**src/rtl/evt_pkg.sv**
```systemverilog
package evt_pkg;
  typedef enum logic {
    DET_EDGE  = 1'b0,
    DET_PULSE = 1'b1
  } det_mode_e;
endpackage

```
**src/rtl/evt_pin_sync.sv**
```systemverilog
module evt_pin_sync #(
  parameter int NPINS = 4
) (
  input  logic             clk,
  input  logic             rst_n,
  input  logic [NPINS-1:0] pins_in,
  output logic [NPINS-1:0] lvl,
  output logic [NPINS-1:0] lvl_d
);
  logic [NPINS-1:0] meta_q, lvl_q, lvl_d_q;

  always_ff @(posedge clk or negedge rst_n) begin
    if (!rst_n) begin
      meta_q  <= '0;
      lvl_q   <= '0;
      lvl_d_q <= '0;
    end else begin
      meta_q  <= pins_in;
      lvl_q   <= meta_q;
      lvl_d_q <= lvl_q;
    end
  end

  assign lvl   = lvl_q;
  assign lvl_d = lvl_d_q;
endmodule

```
**src/rtl/evt_stage_det.sv**
```systemverilog
module evt_stage_det
  import evt_pkg::*;
#(
  parameter int NPINS = 4,
  parameter int WID_W = 8,
  localparam int SEL_W = (NPINS > 1) ? $clog2(NPINS) : 1
) (
  input  logic             clk,
  input  logic             rst_n,
  input  logic [NPINS-1:0] lvl,
  input  logic [NPINS-1:0] lvl_d,
  input  logic [SEL_W-1:0] sel,
  input  det_mode_e        mode,
  input  logic             pol,
  input  logic [WID_W-1:0] wmin,
  input  logic [WID_W-1:0] wmax,
  output logic             hit
);
  logic             act_now, act_prev, lead, trail, in_win;
  logic [WID_W-1:0] wcnt_q, wcnt_n;

  always_comb begin
    act_now  = pol ? lvl[sel]   : ~lvl[sel];
    act_prev = pol ? lvl_d[sel] : ~lvl_d[sel];
    lead     = act_now & ~act_prev;
    trail    = ~act_now & act_prev;
    wcnt_n   = wcnt_q;
    if (lead) begin
      wcnt_n = WID_W'(1);
    end else if (act_now && (wcnt_q != {WID_W{1'b1}})) begin
      wcnt_n = wcnt_q + WID_W'(1);
    end
    in_win = (wcnt_q >= wmin) && (wcnt_q <= wmax);
    hit    = (mode == DET_EDGE) ? lead : (trail & in_win);
  end

  always_ff @(posedge clk or negedge rst_n) begin
    if (!rst_n) wcnt_q <= '0;
    else        wcnt_q <= wcnt_n;
  end

  // a stage only fires where the synchronized pin changed level
  assert_hit_on_transition_R2: assert property (@(posedge clk) disable iff (!rst_n)
    hit |-> (lvl[sel] != lvl_d[sel]));
endmodule

```
**src/rtl/evt_ts_fifo.sv**
```systemverilog
module evt_ts_fifo #(
  parameter int DEPTH = 8,
  parameter int W     = 32,
  localparam int AW = (DEPTH > 1) ? $clog2(DEPTH) : 1,
  localparam int CW = $clog2(DEPTH + 1)
) (
  input  logic         clk,
  input  logic         rst_n,
  input  logic         push,
  input  logic [W-1:0] din,
  input  logic         pop,
  input  logic         ovf_clr,
  output logic [W-1:0] dout,
  output logic         valid,
  output logic         ovf
);
  logic [W-1:0]  mem [DEPTH];
  logic [AW-1:0] wr_q, wr_n, rd_q, rd_n;
  logic [CW-1:0] cnt_q, cnt_n;
  logic          ovf_q, ovf_n;
  logic          full, empty, pop_ok, push_ok;

  always_comb begin
    full    = (cnt_q == CW'(DEPTH));
    empty   = (cnt_q == '0);
    pop_ok  = pop & ~empty;
    push_ok = push & (~full | pop_ok);
    wr_n    = wr_q;
    rd_n    = rd_q;
    if (push_ok) wr_n = (wr_q == AW'(DEPTH - 1)) ? '0 : wr_q + AW'(1);
    if (pop_ok)  rd_n = (rd_q == AW'(DEPTH - 1)) ? '0 : rd_q + AW'(1);
    case ({push_ok, pop_ok})
      2'b10:   cnt_n = cnt_q + CW'(1);
      2'b01:   cnt_n = cnt_q - CW'(1);
      default: cnt_n = cnt_q;
    endcase
    if (push & ~push_ok) ovf_n = 1'b1;
    else if (ovf_clr)    ovf_n = 1'b0;
    else                 ovf_n = ovf_q;
  end

  always_ff @(posedge clk or negedge rst_n) begin
    if (!rst_n) begin
      wr_q  <= '0;
      rd_q  <= '0;
      cnt_q <= '0;
      ovf_q <= 1'b0;
    end else begin
      wr_q  <= wr_n;
      rd_q  <= rd_n;
      cnt_q <= cnt_n;
      ovf_q <= ovf_n;
    end
  end

  always_ff @(posedge clk) begin
    if (push_ok) mem[wr_q] <= din;
  end

  assign dout  = mem[rd_q];
  assign valid = ~empty;
  assign ovf   = ovf_q;

  // occupancy never exceeds the queue depth
  assert_fifo_bound_R6: assert property (@(posedge clk) disable iff (!rst_n)
    cnt_q <= CW'(DEPTH));
  // popping an empty queue leaves it empty
  assert_empty_pop_R6: assert property (@(posedge clk) disable iff (!rst_n)
    (!valid && pop && !push) |=> !valid);
  // a dropped event raises the flag
  assert_drop_sets_ovf_R7: assert property (@(posedge clk) disable iff (!rst_n)
    (push && full && !pop) |=> ovf);
  // the flag holds until cleared
  assert_ovf_sticky_R7: assert property (@(posedge clk) disable iff (!rst_n)
    (ovf && !ovf_clr) |=> ovf);
endmodule

```
**src/rtl/evt_capture_unit.sv**
```systemverilog
module evt_capture_unit
  import evt_pkg::*;
#(
  parameter int NPINS    = 4,
  parameter int NSTAGE   = 2,
  parameter int TS_W     = 32,
  parameter int WID_W    = 8,
  parameter int TMO_W    = 16,
  parameter int QDEPTH   = 8,
  parameter int SYNC_LAT = 2,
  localparam int SEL_W = (NPINS > 1) ? $clog2(NPINS) : 1,
  localparam int STG_W = (NSTAGE > 1) ? $clog2(NSTAGE) : 1
) (
  input  logic                    clk,
  input  logic                    rst_n,
  input  logic [TS_W-1:0]         time_in,
  input  logic [NPINS-1:0]        pins_in,
  input  logic [NSTAGE*SEL_W-1:0] cfg_sel,
  input  logic [NSTAGE-1:0]       cfg_mode,
  input  logic [NSTAGE-1:0]       cfg_pol,
  input  logic [NSTAGE*WID_W-1:0] cfg_wmin,
  input  logic [NSTAGE*WID_W-1:0] cfg_wmax,
  input  logic [STG_W-1:0]        cfg_last,
  input  logic [TMO_W-1:0]        cfg_timeout,
  input  logic                    rd_pop,
  input  logic                    ovf_clr,
  output logic [TS_W-1:0]         rd_data,
  output logic                    rd_valid,
  output logic                    ovf_flag
);
  logic [NPINS-1:0]  lvl, lvl_d;
  logic [NSTAGE-1:0] hits;
  logic [STG_W-1:0]  stg_q, stg_n;
  logic [TMO_W-1:0]  tcnt_q, tcnt_n;
  logic              hit_cur, is_last, fire;
  logic [TS_W-1:0]   stamp;

  evt_pin_sync #(.NPINS(NPINS)) u_sync (
    .clk(clk), .rst_n(rst_n), .pins_in(pins_in), .lvl(lvl), .lvl_d(lvl_d)
  );

  for (genvar g = 0; g < NSTAGE; g++) begin : g_stage
    evt_stage_det #(.NPINS(NPINS), .WID_W(WID_W)) u_det (
      .clk  (clk),
      .rst_n(rst_n),
      .lvl  (lvl),
      .lvl_d(lvl_d),
      .sel  (cfg_sel[g*SEL_W +: SEL_W]),
      .mode (det_mode_e'(cfg_mode[g])),
      .pol  (cfg_pol[g]),
      .wmin (cfg_wmin[g*WID_W +: WID_W]),
      .wmax (cfg_wmax[g*WID_W +: WID_W]),
      .hit  (hits[g])
    );
  end

  always_comb begin
    hit_cur = 1'b0;
    for (int k = 0; k < NSTAGE; k++) begin
      if (stg_q == STG_W'(k)) hit_cur = hits[k];
    end
    is_last = (stg_q >= cfg_last) || (stg_q == STG_W'(NSTAGE - 1));
    fire    = hit_cur & is_last;
    stg_n   = stg_q;
    tcnt_n  = tcnt_q;
    if (hit_cur) begin
      stg_n  = is_last ? '0 : stg_q + STG_W'(1);
      tcnt_n = '0;
    end else if (stg_q != '0) begin
      if (tcnt_q >= cfg_timeout) begin
        stg_n  = '0;
        tcnt_n = '0;
      end else begin
        tcnt_n = tcnt_q + TMO_W'(1);
      end
    end
    stamp = time_in - TS_W'(SYNC_LAT);
  end

  always_ff @(posedge clk or negedge rst_n) begin
    if (!rst_n) begin
      stg_q  <= '0;
      tcnt_q <= '0;
    end else begin
      stg_q  <= stg_n;
      tcnt_q <= tcnt_n;
    end
  end

  evt_ts_fifo #(.DEPTH(QDEPTH), .W(TS_W)) u_fifo (
    .clk(clk), .rst_n(rst_n), .push(fire), .din(stamp), .pop(rd_pop),
    .ovf_clr(ovf_clr), .dout(rd_data), .valid(rd_valid), .ovf(ovf_flag)
  );

  // a fired event into an empty queue is visible on the next cycle
  assert_push_visible_R3: assert property (@(posedge clk) disable iff (!rst_n)
    (fire && !rd_valid) |=> rd_valid);
  // a one-stage chain never leaves stage zero
  assert_single_stage_R8: assert property (@(posedge clk) disable iff (!rst_n)
    (stg_q == '0 && cfg_last == '0) |=> (stg_q == '0));
  // the wait counter of an armed stage stays within the timeout
  assert_tmo_bound_R9: assert property (@(posedge clk) disable iff (!rst_n)
    (stg_q != '0 && $stable(cfg_timeout)) |-> (tcnt_q <= cfg_timeout));
endmodule

```
**config.mk**
```make
export PLATFORM = sky130hd
export DESIGN_NAME = evt_capture_unit
export DESIGN_NICKNAME = d
export VERILOG_FILES = /design/src/rtl/evt_pkg.sv /design/src/rtl/evt_pin_sync.sv /design/src/rtl/evt_stage_det.sv /design/src/rtl/evt_ts_fifo.sv /design/src/rtl/evt_capture_unit.sv
export SDC_FILE = /design/constraint.sdc
export NUM_CORES = 1
export LEC_CHECK = 0
export ABC_AREA = 1
export ABC_CLOCK_PERIOD_IN_PS = 4500
export CORE_ASPECT_RATIO = 0.7
export CORE_MARGIN = 1.5
export CORE_UTILIZATION = 25
export CTS_CLUSTER_DIAMETER = 60
export CTS_CLUSTER_SIZE = 24
export DETAILED_ROUTE_END_ITERATION = 16
export GPL_TIMING_DRIVEN = 0
export PLACE_DENSITY = 0.4
export SLEW_MARGIN = 40
export SYNTH_ARGS = -nofsm -noshare
export SYNTH_HDL_FRONTEND = slang
export SYNTH_SLANG_ARGS = --single-unit
```
**constraint.sdc**
```tcl
create_clock -name clk -period 4.5 [get_ports clk]
set_clock_uncertainty 0.15 [all_clocks]
set_input_delay 0.45 -clock clk [delete_from_list [all_inputs] [get_ports clk]]
set_output_delay 0.45 -clock clk [all_outputs]
set_load 0.05 [all_outputs]
```
# Yosys cells after proc, flatten, opt, wreduce, memory -nomap -nowiden
# Memories as Yosys holds them, arrays and structs flattened.
# Index checks and enable logic that the tools add are counted.
# word_totals
latch_bits	0
regBits	56
input_bits	97
rom_bits	0
mem_bits_rw	256
mem_count	1
# classes
shift	0
n_reduce_logical	11
n_lt_le_gt_ge	8
n_mul	0
bitwise	22
add_sub_neg	9
muxes	33
div	0
eq_ne	7
# memory_table
name	words	width	read_ports	rd_clocked_by_memory_dff	wr	line_no	rtl
u_fifo.mem	8	32	1	0	1	evt_ts_fifo.sv:17	logic [W-1:0] mem [DEPTH];
# op_table
op	n
$mux 16	3
$mux 8	4
$sub 32x2->32 const B	1
$mux 1	19
$add 16x1->16 const B	1
$add 8x1->8 const B	2
$ge 16x16->1	1
$ge 8x8->1	2
$le 8x8->1	2
$ne 8x8->1 const B	2
$not 1->1	11
$and 1x1->1	10
$reduce_bool 2->1	5
$bmux 1 s2	4
$pmux 4 s2	1
$add 3x1->3 const B	2
$eq 3x3->1 const B	2
$lt 2x3->1 const B	2
$mux 3	2
$add 4x1->4 const B	1
$eq 4x4->1 const B	1
$logic_and 1x1->1	4
$logic_not 4->1	1
$sub 4x1->4 const B	1
other kinds (6)	6

# Longest topological paths before layout
# depth
depth_word	14
ltp_mapped	26
mapped_depth_nobuf	26

# Modules after synthesis
# From an unflattened synthesis, not the netlist that was laid out.
# unflattened
hier_cells	1462
hier_area_um2	15210.8
# by_module_without_submodules
module	instances	seq_area_each_um2	area_each_um2	cells_per_inst
evt_ts_fifo	1	7962.6	10657.7	809
evt_capture_unit	1	425.4	2163.3	331
evt_stage_det	2	200.2	1044.8	155
evt_pin_sync	1	300.3	300.3	12

# Worst setup path after synthesis
# OpenSTA, ideal clock, no wires.
# synth_path
path_kind	input port to flip-flop
startpoint	input port cfg_wmax[7]
endpoint	memory u_fifo.mem[1][0], enable pin
t_arrival_ps	3094
n_path_buf	0
stages	14
setup_slack_ps	835
cell_sequence	inv_1 ha_1 a21oi_1 o21a_1 nand2_1 nand2_1 nand3_1 nand2_4 nand2_4 nor2_2 nand2_1 nor2_1 inv_1 nor2_1
# synth_between
elab_chain_len	9
# synth_rtl
item	line_no	rtl
start: declaration	evt_capture_unit.sv:22	input logic [NSTAGE*WID_W-1:0] cfg_wmax,
$le 8x8->1	evt_stage_det.sv:33	in_win = (wcnt_q >= wmin) && (wcnt_q <= wmax);
$logic_and 1x1->1	evt_stage_det.sv:33	
$and 1x1->1	evt_stage_det.sv:34	hit = (mode == DET_EDGE) ? lead : (trail & in_win);
$mux 1	evt_stage_det.sv:34	
$mux 1	evt_capture_unit.sv:60	if (stg_q == STG_W'(k)) hit_cur = hits[k];
$and 1x1->1	evt_capture_unit.sv:63	fire = hit_cur & is_last;
$and 1x1->1	evt_ts_fifo.sv:27	push_ok = push & (~full | pop_ok);
$mux 1	evt_ts_fifo.sv:57	if (push_ok) mem[wr_q] <= din;
$mux 1 (not written as such)	evt_ts_fifo.sv:57	
end: declaration	evt_ts_fifo.sv:17	
# Every way passes these cells.

# Final worst setup path
# layout_path
startpoint	register u_fifo.rd_q[0]
endpoint	output port rd_data[0]
# layout_between
elab_chain_len	1
# layout_rtl
item	line_no	rtl
start: declaration	evt_ts_fifo.sv:18	logic [AW-1:0] wr_q, wr_n, rd_q, rd_n;
start signal: assignment	evt_ts_fifo.sv:50	rd_q <= rd_n;
$mem_v2 8x32	-	
end: declaration	evt_capture_unit.sv:27	output logic [TS_W-1:0] rd_data,
# Every way passes these cells.

==> metrics.txt <==
status=complete, no violations; routed length per placed instance=18.4 um; die span in x=292 um; Vias per Instance=4.48; cell internal pwr=6.12 mW; Yosys top cell area share=52.8%; Synth Warn #=0; area leader, netlist=edfxtp_1; fin crit share=93.9%; ranking of synthesized cells by area=edfxtp_1, dfrtp_1, nor2_1; ANT nets after route=0; port bufs=130; synthesis-to-finish area growth=25.9%; Core Footprint=57200 um^2; max cap viols=0; Final setup viols=0; Worst R2R Start=g_stage[0].u_det.wcnt_q[6]; Async SR Flop Fraction=17.9%; main flop type after synthesis=edfxtp_1; number of synthesized flops with an enable pin=256; Post-Route WL=42600 um; Syn Inst Count=1364; max-slew violations=0; Final nets=1699; vias in the first global route=9998; H-tree depth=1; Detailed Place HPWL=30600 um; drt drc=0; remaining global-route overflow=0; CTS clock-pin slew for the worst setup and hold paths=0.09 ns; Worst setup SP type=flop; RSZ-0062 raised after global routing=false; # clock sinks=312; Die Footprint=59800 um^2; Power Density=590 nW/um^2; first-pass GRT wire length=64200 um; TritonRoute pass-1 iters=5; routability cong.=0.775; die height=205 um; Critical Path AT=3.62 ns; Flop pwr share=32.6%; Setup crit start=u_fifo.rd_q[0]; CP Data Required Time=3.90 ns; largest net degree at the start of global routing=37; worst vdd ir=0.407 mV; worst-path maximum fanout=10; Final Hold Viols=0; Clock power frac=25.0%; FMAX=237 MHz; CTS Root Cell=clkbuf_16; routed vias=10376; Hold Crit Class=in -> async; Switch Pwr=4.71 mW; Sw Ratio=43.5%; flop-to-flop setup slack=0.93 ns; Pleak=6.90 nW; Post-Synthesis Mean Instance Area=10.7 um^2; placed instance count=2262; Rows=73; synthesized flop and latch total=312; initial antenna violation count=1; Logic pwr share=42.4%; Fill cells=5817; overall global routing resource usage=14.2%; CP Class=reg -> out; Post-Syn Nets=1520; fin crit period=4.22 ns; post-layout util=32.1%; Slew HR=42.9%; Seq/Total Area, Yosys=62.4%; CP endpoint kind=output port; worst slew pin tran=0.853 ns; top-count cell post-synth=nor2_1; I/O pins=131; Starting Density=25.5%; top cells by count, synth=nor2_1, edfxtp_1, o21ai_0; clk buf depth=3; layout cells sized above 1=8.43%; CTS tree=done; mapped cell area=14600 um^2; synth unique cells=47; final cell count without fillers=2316; Num CTS Buffers=28; Iter 0 DRT Violations=784; setup TNS=0 ns; clk_lat worst skew=0.58 ns
## placed cells by master (no fill, tap or decap), drive strengths merged, types with 16 or more instances in the layout
cell type / n
a31oi: 33
dfrtp: 56
o22ai: 39
clkbuf: 77
inv: 143
nand2: 138
edfxtp: 256
nor3: 18
a21oi: 35
nand3: 38
buf: 23
xor2: 26
clkdlybuf4s50: 125
o21ai: 155
ha: 58
nand4: 16
nor2: 285
## path summary, 6_finish.rpt
kind	end	cells after the start
worst max-delay path	rd_data[0]	6
worst min-delay path	u_fifo.rd_q[1]	2
worst max register to register	u_fifo.mem[5][27]	15
worst min register to register	u_sync.lvl[3]	0
max in group asynchronous	g_stage[0].u_det.wcnt_q[6]	3
min in group clk	u_sync.meta_q[3]	1
## layer usage
| metal | wire length [um] | up-vias | global-route usage (%) |
|---|---|---|---|
| met2 | 17500 | 194 | 20.4 |
| met1 | 22600 | 5041 | 22.6 |
| met4 | 542 | 0 | 2.16 |
| li1 | - | 5107 | - |
| met5 | 0 | - | 0 |
| met3 | 1960 | 34 | 1.97 |
## repair_timing
action | 4_1_cts | 5_1_grt
hold buffers | 1 | 0
hold endpoints to repair | 56 | 0
gates resized for setup | 6 | 9
setup buffers | 0 | 0
setup endpoints to repair | 10 | 4
## power by group through the flow
stage                     registers [mW]  logic, mW  clock network, mW
final                               3.54       4.59               2.70
after global routing                3.57       5.06               2.88
after CTS                           3.54       4.69               2.78
after detailed placement            3.60       4.67                  0
after global placement              3.63       4.53                  0
after floorplan                     3.57       2.82                  0
## sequential cells by signal, indices dropped and copies added (netlist names), 4 cells and up
| name | count |
|---|---|
| u_fifo.mem | 256 |
| g_stage.u_det.wcnt_q | 16 |
| tcnt_q | 16 |
| u_fifo.cnt_q | 4 |
| u_sync.lvl | 4 |
| u_sync.lvl_d | 4 |
| u_sync.meta_q | 4 |
## area by class of cell
| class | count | area (um^2) | share of cell area (%) |
|---|---|---|---|
| diodes | 1 | 2.50 | 0.0136 |
| clock inverters | 21 | 300 | 1.64 |
| flip-flops and latches | 312 | 9090 | 49.5 |
| plain buffers | 50 | 203 | 1.10 |
| well taps | 750 | 938 | 5.12 |
| inverters | 127 | 479 | 2.61 |
| repair buffers | 149 | 1720 | 9.35 |
| clock buffers | 31 | 733 | 4.00 |
| multi-input cells | 875 | 4880 | 26.6 |
## kinds of logic after synthesis
| group | count (synthesis) | share of synthesized area, % |
|---|---|---|
| and+or+nand+nor | 504 | 15.0 |
| DFF | 312 | 62.4 |
| AOI/OAI and AO/OA | 272 | 10.4 |
| buffers and inverters | 177 | 4.61 |
| adders and majority gates | 59 | 5.12 |
| xor gates and xnor gates | 40 | 2.40 |
## critical path, cell delays in order (launching register included)
cell and delay [ns]:
dfrtp_1 0.44, inv_1 0.12, clkbuf_1 0.38, clkbuf_1 0.58
o21ai_0 0.23, a31oi_1 0.40, clkdlybuf4s50_1 0.88
## through the flow
step	instance area [um^2]	hold WS, ns	power [mW]	worst slack [ns]
2_1_floorplan	14600	0.00441	6.39	0.835
3_3_place_gp	16800	0.186	8.16	-2.02
3_5_place_dp	17300	0.188	8.27	0.315
4_1_cts	18300	0.140	11.0	0.0963
5_1_grt	18300	0.144	11.5	0.0173
6_report	18300	0.162	10.8	0.275
Note: power is estimated with default switching activity, not from simulation.
